File: config.mk
export PLATFORM = sky130hd
export DESIGN_NAME = gpio_irq_bank
export DESIGN_NICKNAME = d
export VERILOG_FILES = /design/src/rtl/gpio_bank_pkg.sv /design/src/rtl/gpio_bank_sync.sv /design/src/rtl/gpio_bank_regs.sv /design/src/rtl/gpio_bank_detect.sv /design/src/rtl/gpio_irq_bank.sv
export SDC_FILE = /design/constraint.sdc
export NUM_CORES = 1
export LEC_CHECK = 0
export BUFFER_PORTS_ARGS = -buffer_cell sky130_fd_sc_hd__clkbuf_2
export CAP_MARGIN = 20
export CELL_PAD_IN_SITES_DETAIL_PLACEMENT = 0
export CELL_PAD_IN_SITES_GLOBAL_PLACEMENT = 1
export CORE_MARGIN = 3
export CORE_UTILIZATION = 49
export CTS_BUF_LIST = sky130_fd_sc_hd__clkbuf_2 sky130_fd_sc_hd__clkbuf_4 sky130_fd_sc_hd__clkbuf_8
export DETAILED_ROUTE_END_ITERATION = 6
export PLACE_DENSITY_LB_ADDON = 0.1
export SLEW_MARGIN = 20
export SYNTH_ARGS = -nofsm -noshare
export SYNTH_HDL_FRONTEND = slang
export SYNTH_SLANG_ARGS = --single-unit
File: constraint.sdc
create_clock -name clk -period 2.3 [get_ports clk]
set_input_delay 0.23 -clock clk [delete_from_list [all_inputs] [get_ports clk]]
set_output_delay 0.23 -clock clk [all_outputs]
set_load 0.01 [all_outputs]
File: src/rtl/gpio_bank_pkg.sv
`timescale 1ns/1ps
package gpio_bank_pkg;
   localparam int BUS_W = 32;
   localparam int MAX_PINS = 32;
   // word indices (byte offset / 4)
   localparam int W_MODE   = 0;
   localparam int W_DIR    = 1;
   localparam int W_DOUT   = 2;
   localparam int W_DIN    = 3;
   localparam int W_STAT   = 4;
   localparam int W_CLR    = 5;
   localparam int W_MASK   = 6;
   localparam int W_UNMASK = 7;
   localparam int W_POL    = 8;
   localparam int W_EDGE   = 9;
   localparam int W_BOTH   = 19;
   localparam int MIN_ADDR_W = 7;
endpackage

File: src/rtl/gpio_bank_sync.sv
`timescale 1ns/1ps
module gpio_bank_sync #(
   parameter int N      = 32,
   parameter int STAGES = 2
) (
   input  logic         clk,
   input  logic         rst_n,
   input  logic [N-1:0] d_i,
   output logic [N-1:0] q_o
);
   logic [N-1:0] chain_q [STAGES];

   genvar s;
   generate
      for (s = 0; s < STAGES; s++) begin : g_stage
         if (s == 0) begin : g_first
            always_ff @(posedge clk or negedge rst_n)
               if (!rst_n) chain_q[0] <= '0;
               else        chain_q[0] <= d_i;
         end else begin : g_next
            always_ff @(posedge clk or negedge rst_n)
               if (!rst_n) chain_q[s] <= '0;
               else        chain_q[s] <= chain_q[s-1];
         end
      end
   endgenerate

   assign q_o = chain_q[STAGES-1];
endmodule

File: src/rtl/gpio_bank_regs.sv
`timescale 1ns/1ps
module gpio_bank_regs
   import gpio_bank_pkg::*;
#(
   parameter int N        = 32,
   parameter int ADDR_W   = 8,
   parameter bit HAS_BOTH = 1'b1
) (
   input  logic              clk,
   input  logic              rst_n,
   input  logic              bus_sel,
   input  logic              bus_en,
   input  logic              bus_write,
   input  logic [ADDR_W-1:0] bus_addr,
   input  logic [BUS_W-1:0]  bus_wdata,
   output logic [BUS_W-1:0]  bus_rdata,
   input  logic [N-1:0]      din_i,
   input  logic [N-1:0]      stat_i,
   output logic [N-1:0]      mode_o,
   output logic [N-1:0]      dir_o,
   output logic [N-1:0]      dout_o,
   output logic [N-1:0]      pol_o,
   output logic [N-1:0]      edge_o,
   output logic [N-1:0]      both_o,
   output logic [N-1:0]      mask_o,
   output logic [N-1:0]      clr_o
);
   localparam int IDX_W = ADDR_W - 2;

   logic [IDX_W-1:0] widx;
   logic [N-1:0]     wdata_n;
   logic             wr;
   logic             unused_lsb;
   logic [N-1:0]     mode_q, dir_q, dout_q, pol_q, edge_q, both_q, mask_q;
   logic [N-1:0]     rd;

   assign widx       = bus_addr[ADDR_W-1:2];
   assign unused_lsb = ^bus_addr[1:0];
   assign wdata_n    = bus_wdata[N-1:0];
   assign wr         = bus_sel & bus_en & bus_write;

   always_ff @(posedge clk or negedge rst_n) begin
      if (!rst_n) begin
         mode_q <= '0;
         dir_q  <= '0;
         dout_q <= '0;
         pol_q  <= '0;
         edge_q <= '0;
         both_q <= '0;
         mask_q <= '0;
      end else if (wr) begin
         case (32'(widx))
            W_MODE:   mode_q <= wdata_n;
            W_DIR:    dir_q  <= wdata_n;
            W_DOUT:   dout_q <= wdata_n;
            W_POL:    pol_q  <= wdata_n;
            W_EDGE:   edge_q <= wdata_n;
            W_BOTH:   both_q <= wdata_n;
            W_MASK:   mask_q <= mask_q & wdata_n;
            W_UNMASK: mask_q <= mask_q | wdata_n;
            default: ;
         endcase
      end
   end

   generate
      if (HAS_BOTH) begin : g_both
         assign both_o = both_q;
      end else begin : g_no_both
         logic unused_both;
         assign unused_both = ^both_q;
         assign both_o = '0;
      end
   endgenerate

   assign mode_o = mode_q;
   assign dir_o  = dir_q;
   assign dout_o = dout_q;
   assign pol_o  = pol_q;
   assign edge_o = edge_q;
   assign mask_o = mask_q;
   assign clr_o  = (wr && 32'(widx) == W_CLR) ? wdata_n : '0;

   always_comb begin
      case (32'(widx))
         W_MODE:  rd = mode_q;
         W_DIR:   rd = dir_q;
         W_DOUT:  rd = dout_q;
         W_DIN:   rd = din_i;
         W_STAT:  rd = stat_i;
         W_MASK:  rd = mask_q;
         W_POL:   rd = pol_q;
         W_EDGE:  rd = edge_q;
         W_BOTH:  rd = both_o;
         default: rd = '0;
      endcase
   end

   assign bus_rdata = bus_sel ? BUS_W'(rd) : '0;
endmodule

File: src/rtl/gpio_bank_detect.sv
`timescale 1ns/1ps
module gpio_bank_detect #(
   parameter int N = 32
) (
   input  logic         clk,
   input  logic         rst_n,
   input  logic [N-1:0] lvl_i,
   input  logic [N-1:0] mode_i,
   input  logic [N-1:0] edge_i,
   input  logic [N-1:0] pol_i,
   input  logic [N-1:0] both_i,
   input  logic [N-1:0] clr_i,
   output logic [N-1:0] stat_o,
   output logic [N-1:0] latch_o,
   output logic [N-1:0] ev_o
);
   genvar i;
   generate
      for (i = 0; i < N; i++) begin : g_pin
         logic prev_q, latch_q, rise, fall, armed;

         assign rise  = lvl_i[i] & ~prev_q;
         assign fall  = ~lvl_i[i] & prev_q;
         assign armed = mode_i[i] & edge_i[i];
         assign ev_o[i] = armed & (both_i[i] ? (rise | fall)
                                             : (pol_i[i] ? fall : rise));

         always_ff @(posedge clk or negedge rst_n) begin
            if (!rst_n) begin
               prev_q  <= 1'b0;
               latch_q <= 1'b0;
            end else begin
               prev_q  <= lvl_i[i];
               if (!armed) latch_q <= 1'b0;
               else        latch_q <= ev_o[i] | (latch_q & ~clr_i[i]);
            end
         end

         assign latch_o[i] = latch_q;
         assign stat_o[i]  = edge_i[i] ? latch_q
                                       : (mode_i[i] & (lvl_i[i] ^ pol_i[i]));
      end
   endgenerate
endmodule

File: src/rtl/gpio_irq_bank.sv
`timescale 1ns/1ps
module gpio_irq_bank
   import gpio_bank_pkg::*;
#(
   parameter int NPINS       = 32,
   parameter int ADDR_W      = 8,
   parameter int SYNC_STAGES = 2,
   parameter bit HAS_BOTH    = 1'b1
) (
   input  logic              clk,
   input  logic              rst_n,
   input  logic              bus_sel,
   input  logic              bus_en,
   input  logic              bus_write,
   input  logic [ADDR_W-1:0] bus_addr,
   input  logic [31:0]       bus_wdata,
   output logic [31:0]       bus_rdata,
   input  logic [NPINS-1:0]  pin_in,
   output logic [NPINS-1:0]  pin_out,
   output logic [NPINS-1:0]  pin_oe,
   output logic              irq
);
   generate
      if (NPINS < 1 || NPINS > MAX_PINS) begin : g_bad_npins
         $error("NPINS must lie in 1..32");
      end
      if (ADDR_W < MIN_ADDR_W) begin : g_bad_addr
         $error("ADDR_W too narrow for the both-edge word");
      end
      if (SYNC_STAGES < 2) begin : g_bad_sync
         $error("SYNC_STAGES must be at least 2");
      end
   endgenerate

   logic [NPINS-1:0] pin_s, din_v, stat_v, latch_v, ev_v, clr_v;
   logic [NPINS-1:0] mode_r, dir_r, dout_r, pol_r, edge_r, both_r, mask_r;
   logic [NPINS-1:0] drive_v;

   gpio_bank_sync #(.N(NPINS), .STAGES(SYNC_STAGES)) u_sync (
      .clk(clk), .rst_n(rst_n), .d_i(pin_in), .q_o(pin_s)
   );

   gpio_bank_regs #(.N(NPINS), .ADDR_W(ADDR_W), .HAS_BOTH(HAS_BOTH)) u_regs (
      .clk(clk), .rst_n(rst_n),
      .bus_sel(bus_sel), .bus_en(bus_en), .bus_write(bus_write),
      .bus_addr(bus_addr), .bus_wdata(bus_wdata), .bus_rdata(bus_rdata),
      .din_i(din_v), .stat_i(stat_v),
      .mode_o(mode_r), .dir_o(dir_r), .dout_o(dout_r), .pol_o(pol_r),
      .edge_o(edge_r), .both_o(both_r), .mask_o(mask_r), .clr_o(clr_v)
   );

   gpio_bank_detect #(.N(NPINS)) u_detect (
      .clk(clk), .rst_n(rst_n), .lvl_i(pin_s),
      .mode_i(mode_r), .edge_i(edge_r), .pol_i(pol_r), .both_i(both_r),
      .clr_i(clr_v), .stat_o(stat_v), .latch_o(latch_v), .ev_o(ev_v)
   );

   assign drive_v = dir_r & ~mode_r;
   assign pin_oe  = drive_v;
   assign pin_out = dout_r;
   assign din_v   = (drive_v & dout_r) | (~drive_v & pin_s);
   assign irq     = |(stat_v & mask_r);
endmodule

==> metrics.md <==
| Metric | Value |
|---|---|
| Worst Path Arrival | 2.64 ns |
| Setup slack at placement | -0.119 ns |
| Die width | 195 um |
| Iteration count of the initial detailed-routing pass | 5 |
| Placed Cells | 2276 |
| RSZ-0062 raised after global routing | yes |
| Sw frac | 25.3% |
| Via Count | 14600 |
| Met3 usage | 5.68% |
| Syn. warnings | 0 |
| Critical path type | reg -> out |
| Logic pwr share | 9.7% |
| Worst setup slack after layout | -0.573 ns |
| Sum of negative setup slack | -0.915 ns |
| Post-route antenna net violation count | 0 |
| Post-Syn Nets | 1756 |
| Max-slew violations | 0 |
| PwrDens | 612 nW/um^2 |
| Max-slew headroom at the worst pin | 45.6% |
| Seq pwr share | 47.4% |
| Clock power share | 42.8% |
| Mapped Cells | 1615 |
| # IOs | 174 |
| Vias per cell | 5.81 |
| Startpoint types | flip-flop |
| Hpwl dp | 37700 um |
| R2R setup slack | 0.73 ns |
| CP required | 2.07 ns |
| DR WL/cell | 23.1 um |
| Core Area | 34900 um^2 |
| Total Routing Usage GR | 30.2% |
| Max FO, Critical Path | 2 |
| Cell area after synthesis | 17500 um^2 |
| Fraction of layout cells with a size suffix above 1 | 38.7% |
| Critical-path cell list | xor2_2, and4b_1, a2111o_1, nor4_2, buf_4, nand4_1, clkbuf_2 |
| Die Area | 38100 um^2 |
| CP endpoint kind | primary output |
| RR Startpoint | u_sync.q_o[29]$_DFF_PN0_ |
| Distinct cells, synth | 65 |
| Antenna violations before repair | 0 |
| Fmax | 348 MHz |
| Leakage | 11.3 nW |
| Synth-to-layout area growth | 32.9% |
| Global route hottest layer | met2 |
| CP peak stage delay | 0.41 ns |
| Largest net degree at the start of global routing | 78 |
| Largest vdd supply drop | 0.528 mV |
| Starting Density | 50.3% |
| Slew @ Worst Pin | 0.806 ns |
| Setup violators final | 9 |
| Maximum root-to-sink buffer count | 3 |
| Row count | 68 |
| Synth async-reset ratio | 100% |
| Layout Nets | 2150 |
| Min Tclk post-route | 2.87 ns |
| Detailed Route Iter0 Violations | 1387 |
| Die span in y | 195 um |
| Worst Clk Skew | 0.0248 ns |
| Net Switching | 0.00361 W |
| Met1 Use GR | 42.5% |
| Internal | 0.0107 W |
| Failing checks | negative setup slack |
| Synth Register Bits | 352 |
| Worst-path clk slew | 0.06 ns |
| Final wirelength | 58100 um |
| Clk Tree Root Cell | clkbuf_8 |
| Met2 Use GR | 47.7% |
| Register area share after synthesis | 50.2% |
| Clock latency on the worst-skew pair | 0.66 ns |
| GRT overflow | 0 |
| PortBufs | 171 |
| Endpoints failing hold | 0 |
| EDFF count, synth | 0 |
| Max-cap viol count | 0 |
| Cts bufs inserted | 60 |
| Final Non-Filler Cells | 2511 |
| Crit-path slowest cell | dfrtp_1 |
| Outcome | finished with violations |
| Avg Inst Size Synth | 10.9 um^2 |
| First-pass GRT wire length | 89500 um |
| Reg-to-Reg End | u_detect.g_pin[29].latch_q$_DFF_PN0_ |
| Period utilisation layout | 125% |
| Commonest register cell after synthesis | dfrtp_1 |
| Final RePlAce weighted congestion | 0.876 |
| Vias in the first global route | 15000 |
| Diode count | 0 |
| Hold WC Path Type | in -> async |
| Reg2reg path depth | 8 |
| DR DRC count | 0 |
| H-tree levels | 2 |
| Clock sink count | 352 |
| CTS tree | yes |
-- critical path, delay by kind of cell (launching register included) --
| kind | cells | cell delay (ns) |
|---|---|---|
| XOR/XNOR | 1 | 0.20 |
| AO/OA/AOI/OAI | 1 | 0.40 |
| flip-flops | 1 | 0.41 |
| AND/OR/NAND/NOR | 3 | 0.65 |
| buffers and inverters | 2 | 0.34 |
-- timing repair --
item                                    CTS  global route
buffers inserted                         50            16
gates resized for setup                  87            90
pin swaps                                55            43
endpoints found under the setup margin   33            33
gates cloned                              2             0
endpoints found under the hold margin   623             0
hold buffers                             65             0
-- logic make-up after synthesis --
logic type,share of synthesized area (%)
buf+inv,4.51
compound gates,14.0
simple gates,11.8
xor+xnor,1.60
flops,50.2
mux,13.3
fa+ha+maj,4.56
-- worst max path at each step --
stage                            startpoint             to  slack [ns]
2_1_floorplan                   bus_addr[7]  bus_rdata[26]        0.11
6_report       u_regs.pol_o[23]$_DFFE_PN0P_            irq       -0.57
3_3_place_gp                    bus_addr[7]  bus_rdata[11]       -0.10
4_1_cts        u_regs.pol_o[18]$_DFFE_PN0P_            irq       -0.61
3_5_place_dp                    bus_addr[7]   bus_rdata[1]       -0.12
5_1_grt        u_regs.pol_o[18]$_DFFE_PN0P_            irq       -0.71
-- cell type report --
type                    instances  area, um^2
clock inverters                 5        30.0
multi-input cells            1065        8600
repair buffers                436        3640
flip-flops and latches        352        8830
inverters                      94         353
well taps                     455         569
fillers                      2770       11600
clock buffers                 104        1290
-- routing by layer --
metal | vias to the layer above | part of all wire [%] | wire, um
li1 | 6593 | - | -
met1 | 7262 | 43 | 25200
met2 | 599 | 46 | 26700
met3 | 137 | 7.6 | 4400
met4 | 0 | 3.0 | 1760
met5 | - | 0 | 0
-- registers in the layout, indices dropped and copies added, names as in the netlist --
signal                  count
u_detect.g_pin.latch_q     32
u_detect.g_pin.prev_q      32
u_regs.both_o              32
u_regs.dir_o               32
u_regs.dout_o              32
u_regs.edge_o              32
u_regs.mask_o              32
u_regs.mode_o              32
u_regs.pol_o               32
u_sync.chain_q             32
u_sync.q_o                 32
-- metrics by stage --
stage	total power, W	utilization (%)	hold slack, ns	instance area [um^2]
2_1_floorplan	0.00739	-	-0.0656	17500
3_3_place_gp	0.00796	57.6	0.184	20100
3_5_place_dp	0.00799	57.6	0.184	20100
4_1_cts	0.0143	65.7	0.0684	22900
5_1_grt	0.0149	66.9	0.106	23300
6_report	0.0143	66.9	0.0812	23300
-- cell usage in the layout, fill, tap and decap left out, types with 12 or more instances in the layout --
master	count
and3_1	23
buf_2	16
o21ai_0	39
ha_1	64
clkbuf_4	23
a21oi_1	101
dfrtp_2	21
buf_12	42
nand2b_4	12
a22oi_1	15
a221oi_2	19
a22o_1	22
nor2b_1	38
clkbuf_2	150
a31oi_1	20
nor2_1	110
xor2_1	16
dlygate4sd3_1	65
inv_1	94
a221oi_1	16
buf_4	147
mux2_2	158
a211oi_1	33
a222oi_1	20
clkbuf_8	83
dfrtp_1	331
mux2_4	30
nand2_1	139
-- cells in the mapped netlist (9+ instances only) --
| master | instances | area [um^2] |
|---|---|---|
| nand2b_1 | 23 | 144 |
| nor2_1 | 112 | 420 |
| and3_1 | 25 | 156 |
| mux2_4 | 30 | 450 |
| dfrtp_1 | 352 | 8810 |
| nand2_1 | 140 | 526 |
| mux2_2 | 158 | 1780 |
| a222oi_1 | 20 | 200 |
| a221oi_1 | 36 | 315 |
| nand4b_1 | 9 | 78.8 |
| a31oi_1 | 29 | 181 |
| a211oi_1 | 35 | 263 |
| inv_1 | 94 | 353 |
| a22o_1 | 22 | 193 |
| a41oi_1 | 15 | 131 |
| o21ai_0 | 48 | 240 |
| a21oi_1 | 106 | 531 |
| buf_2 | 18 | 90.1 |
| ha_1 | 64 | 801 |
| clkbuf_1 | 75 | 282 |
| xor2_1 | 25 | 219 |
| nor2b_1 | 48 | 300 |
| a22oi_1 | 15 | 113 |
-- power by group through the flow --
stage | Sequential [W] | Combinational (W) | Clock [W]
CTS | 0.00674 | 0.00135 | 0.00625
global placement | 0.00684 | 0.00111 | 0
detailed placement | 0.00685 | 0.00114 | 0
floorplan | 0.00680 | 0.000586 | 0
global route | 0.00680 | 0.00153 | 0.00653
finish | 0.00677 | 0.00139 | 0.00611
Note: power is estimated with default switching activity, not from simulation.
